### src/rtl/nibble_addsub_pkg.sv
package nibble_addsub_pkg;
  parameter int unsigned DATA_W = 4;
  parameter int unsigned CONV_K = 3;

  function automatic logic fa_sum(input logic x, input logic y, input logic ci);
    return x ^ y ^ ci;
  endfunction

  function automatic logic fa_carry(input logic x, input logic y, input logic ci);
    return (x & y) | (ci & (x ^ y));
  endfunction
endpackage

### src/rtl/addsub_operand_sel.sv
module addsub_operand_sel #(
  parameter int unsigned W = 4,
  parameter logic [W-1:0] K = 3
) (
  input  logic [W-1:0] b_raw,
  input  logic         use_const,
  input  logic         invert,
  output logic [W-1:0] b_chosen,
  output logic [W-1:0] b_to_adder
);
  always_comb b_chosen = use_const ? K : b_raw;

  for (genvar i = 0; i < W; i++) begin : g_inv
    assign b_to_adder[i] = b_chosen[i] ^ invert;
  end

  // with the constant selected, what reaches the adder does not track b_raw
  always_comb begin
    if (use_const) begin
      a_r8_const_operand: assert ((b_to_adder ^ {W{invert}}) == K);
    end
  end
endmodule

### src/rtl/addsub_ripple.sv
module addsub_ripple
  import nibble_addsub_pkg::*;
#(
  parameter int unsigned W = 4
) (
  input  logic [W-1:0] x,
  input  logic [W-1:0] y,
  input  logic         cin,
  output logic [W-1:0] s,
  output logic         cout
);
  localparam int unsigned CW = W + 1;
  logic [CW-1:0] c;

  assign c[0] = cin;
  for (genvar i = 0; i < W; i++) begin : g_stage
    assign s[i]   = fa_sum(x[i], y[i], c[i]);
    assign c[i+1] = fa_carry(x[i], y[i], c[i]);
  end
  assign cout = c[W];

  // the chain of full adders behaves as one wide adder
  always_comb begin
    a_r1_chain_sum: assert ({cout, s} == ({1'b0, x} + {1'b0, y} + {{W{1'b0}}, cin}));
  end
endmodule

### src/rtl/nibble_addsub_conv.sv
module nibble_addsub_conv
  import nibble_addsub_pkg::*;
#(
  parameter int unsigned W = DATA_W,
  parameter int unsigned K = CONV_K
) (
  input  logic [W-1:0] a_in,
  input  logic [W-1:0] b_in,
  input  logic         sub_mode,
  input  logic         conv_en,
  output logic [W-1:0] result,
  output logic         flag
);
  localparam logic [W-1:0] KV = W'(K);

  logic [W-1:0] b_chosen;
  logic [W-1:0] b_to_adder;
  logic         raw_carry;

  addsub_operand_sel #(.W(W), .K(KV)) u_opsel (
    .b_raw     (b_in),
    .use_const (conv_en),
    .invert    (sub_mode),
    .b_chosen  (b_chosen),
    .b_to_adder(b_to_adder)
  );

  addsub_ripple #(.W(W)) u_add (
    .x   (a_in),
    .y   (b_to_adder),
    .cin (sub_mode),
    .s   (result),
    .cout(raw_carry)
  );

  assign flag = raw_carry ^ sub_mode;

  always_comb begin
    // difference added back to the subtrahend restores the minuend
    if (sub_mode) begin
      a_r2_diff_inverse: assert (W'(result + b_chosen) == a_in);
    end
    // borrow reads as an unsigned less-than
    if (sub_mode) begin
      a_r3_borrow_lt: assert (flag == (a_in < b_chosen));
    end
    // BCD digit lands inside the Excess-3 range
    if (conv_en && !sub_mode && a_in <= W'(9)) begin
      a_r5_to_xs3: assert (result >= KV && result <= W'(9 + K) && !flag);
    end
    // Excess-3 code lands on a BCD digit
    if (conv_en && sub_mode && a_in >= KV && a_in <= W'(9 + K)) begin
      a_r6_to_bcd: assert (result <= W'(9) && !flag);
    end
  end
endmodule

### config.mk
export PLATFORM = sky130hd
export DESIGN_NAME = nibble_addsub_conv
export DESIGN_NICKNAME = d
export VERILOG_FILES = /design/src/rtl/nibble_addsub_pkg.sv /design/src/rtl/addsub_operand_sel.sv /design/src/rtl/addsub_ripple.sv /design/src/rtl/nibble_addsub_conv.sv
export SDC_FILE = /design/constraint.sdc
export NUM_CORES = 1
export LEC_CHECK = 0
export BUFFER_PORTS_ARGS = -buffer_cell sky130_fd_sc_hd__buf_4
export CAP_MARGIN = 25
export CORE_AREA = 2 2 39 41
export DETAILED_ROUTE_END_ITERATION = 7
export DIE_AREA = 0 0 41 43
export PLACE_DENSITY = 0.36
export SYNTH_ARGS = -nofsm -noshare
export SYNTH_HDL_FRONTEND = slang
export SYNTH_SLANG_ARGS = --single-unit
### constraint.sdc
create_clock -name vclk -period 5
set_input_delay 0.25 -clock vclk [all_inputs]
set_output_delay 0.25 -clock vclk [all_outputs]
set_load 0.01 [all_outputs]
==> summary.txt <==
Power
  – Leakage power: roughly 0.15 nW
  – Largest vdd supply drop: 0.0256 mV
  – Power density over the cells: 147 nW/um2

Detailed routing
  – Antenna-violating nets left: 0
  – Drt first-iter violations: 1
  – Wire length per cell after detailed routing: approximately 9.2 um
  – DRC errors left: 0
  – Routed Wire Length: between 400 and 500 um
  – Drt pass-1 iters: 2
  – Via count: between 150 and 200
  – Vias per Instance: between 3 and 4

Critical path
  – Startpoint kind of the worst setup timing path: input pin
  – Cell at the slowest stage of the critical path: sky130_fd_sc_hd__fa_1
  – Path type of the worst setup path: in2out
  – Required time of the critical path: ~4.8 ns
  – CP endpoint kind: output port
  – Arrival time of the worst setup path: around 2.1 ns
  – CP dominant cell by count: sky130_fd_sc_hd__fa_1
  – Worst-path cell chain: buf_4 -> nor2_1 -> mux2_2 -> fa_1 -> inv_1 -> fa_1 -> fa_1 -> inv_1 -> buf_4
  – Stage delay of the slowest cell on the critical path: between 0.4 and 0.5 ns
  – Max Fanout on Critical Path: 4

Synth
  – Area share of the largest cell type after synthesis: 36.6%
  – Dominant cell type by area after synthesis: sky130_fd_sc_hd__fa_1
  – Post-Syn Instances: 19
  – Post-synthesis cell type count: 7
  – Sequential area share after synthesis: 0%
  – Mean instance size in the synthesized netlist: between 8 and 9 um2
  – Syn_nets: 32
  – Top post-synthesis cells by area: sky130_fd_sc_hd__fa_1 37%, sky130_fd_sc_hd__xnor2_1 27%, sky130_fd_sc_hd__inv_1 11%, sky130_fd_sc_hd__and2b_2 11%, sky130_fd_sc_hd__mux2_2 6.9%
  – Warning count from the yosys run: 0
  – Cell area after synthesis: roughly 160 um2

Placed design
  – Number of cells in the design after placement: roughly 50
  – HPWL reported at the end of detailed placement: ~420 um
  – Buffers on Ports: 15
  – Cell Area, Placed: around 300 um2
  – Routability-driven placement congestion ratio: around 0.6

Timing
  – Fin. max-slew vios: 0
  – Number of failing setup endpoints in the final timing report: 0
  – Normalized max-slew margin: 86.1%
  – Post-route setup TNS: 0 ns
  – Final critical delay including setup and external delays: between 2 and 2.5 ns
  – Unrepaired setup endpoints after global routing: false
  – Count of endpoints failing hold in the final timing report: 0
  – Actual slew at the worst max-slew pin: between 0.2 and 0.25 ns
  – Highest Clock Rate: 0.418 GHz
  – Share of the cycle needed by the critical path after routing: 47.8%

Global route
  – Overflow left after global routing: 0
  – Via count of the first global-routing pass: 149
  – Global-route wire length before repair: about 600 um
  – Antenna violations before repair: 0
  – Global-route usage over all layers: 4.61%
  – Maximum number of pins on one net before global-route repair: 6

Min path
  – HP Class: in2out

Cells and area
  – Synthesis-to-layout area growth: 77.9%
  – Finished Layout Cells: 49
  – Antenna cells: 0
  – Number of nets at the end of the flow: 48
  – Fraction of layout cells with a size suffix above 1: ~55%
  – Total number of sequential cells: 0
  – Final-layout clock buffer total: 0
  – Final Util: between 20% and 30%
  – Area of all placed cells without fillers: 292 um2
  – FF+latch area: 0 um2

Clock tree
  – Count of cells resized by post-cts repair: 0
  – Post-CTS setup buffer count: 0
  – Number of buffers added to fix hold violations after cts: 0

Floorplanning
  – DIE AREA: around 1800 um2
  – I/O pin total: 15
  – Chip height: approximately 43 um
  – CORE AREA: about 1400 um2
  – Site row count: 14
  – Starting utilization of the core area: between 10% and 20%
  – Die X-Extent: 41 um

Status
  – Outcome: finished, final reports clean

Flow run
  – Number of max-cap violations: 0
[power breakdown]
group	total (mW)	switching (mW)	internal, mW
Clock	0	0	0
Sequential	0	0	0
Combinational	0.0429	0.0186	0.0243
[routing by layer]
| metal | vias to the layer above | part of all wire [%] | wire length (um) | global-route usage (%) |
|---|---|---|---|---|
| met5 | - | 0 | 0 | 0 |
| met4 | 0 | 0 | 0 | 0 |
| met3 | 0 | 6.0 | 27 | 0 |
| met2 | 6 | 56 | 250 | 8.75 |
| met1 | 78 | 38 | 172 | 5.77 |
| li1 | 80 | - | - | - |
[cell families after synthesis]
| family | count (synthesis) | synth area share (%) |
|---|---|---|
| XOR/XNOR | 5 | 26.7 |
| multiplexers | 1 | 6.87 |
| buffers and inverters | 6 | 14.5 |
| adder cells (fa/ha/maj) | 3 | 36.6 |
| AND/OR/NAND/NOR | 4 | 15.3 |
[through the flow]
stage | hold WS (ns) | power (mW) | worst slack, ns
final | 0.792 | 0.0429 | 2.61
after global routing | 0.796 | 0.0465 | 2.51
after CTS | 0.793 | 0.0436 | 2.60
after detailed placement | 0.793 | 0.0437 | 2.62
after global placement | 0.785 | 0.0422 | 2.66
after floorplan | 0.588 | 0.0215 | 2.91
[area by class of cell]
cell class | count | area (um2)
fill | 161 | 1090
multi-input combinational | 13 | 140
tap | 16 | 20.0
inverter | 5 | 18.8
timing repair buffer | 15 | 113
[Yosys cell counts]
library cell	count
sky130_fd_sc_hd__inv_1	5
sky130_fd_sc_hd__xnor2_1	5
sky130_fd_sc_hd__fa_1	3
sky130_fd_sc_hd__and2b_2	2
sky130_fd_sc_hd__nor2_1	2
sky130_fd_sc_hd__buf_2	1
sky130_fd_sc_hd__mux2_2	1
[final timing paths]
| check | from | endpoint | slack, ns | cells past startpoint |
|---|---|---|---|---|
| min | a_in[0] | result[0] | 0.79 | 3 |
| max | conv_en | result[3] | 2.61 | 9 |
[critical path, delay by kind of cell]
family        cells  cell delay (ns)
simple gates      1             0.17
fa+ha+maj         3             0.97
mux               1             0.37
buf+inv           4             0.38
[cells in the final DEF, fill, tap and decap left out]
master                     n
sky130_fd_sc_hd__xnor2_1   5
sky130_fd_sc_hd__nor2_1    2
sky130_fd_sc_hd__buf_4    15
sky130_fd_sc_hd__fa_1      3
sky130_fd_sc_hd__and2b_2   2
sky130_fd_sc_hd__inv_1     5
sky130_fd_sc_hd__mux2_2    1
Power figures use the tool's default switching activity.
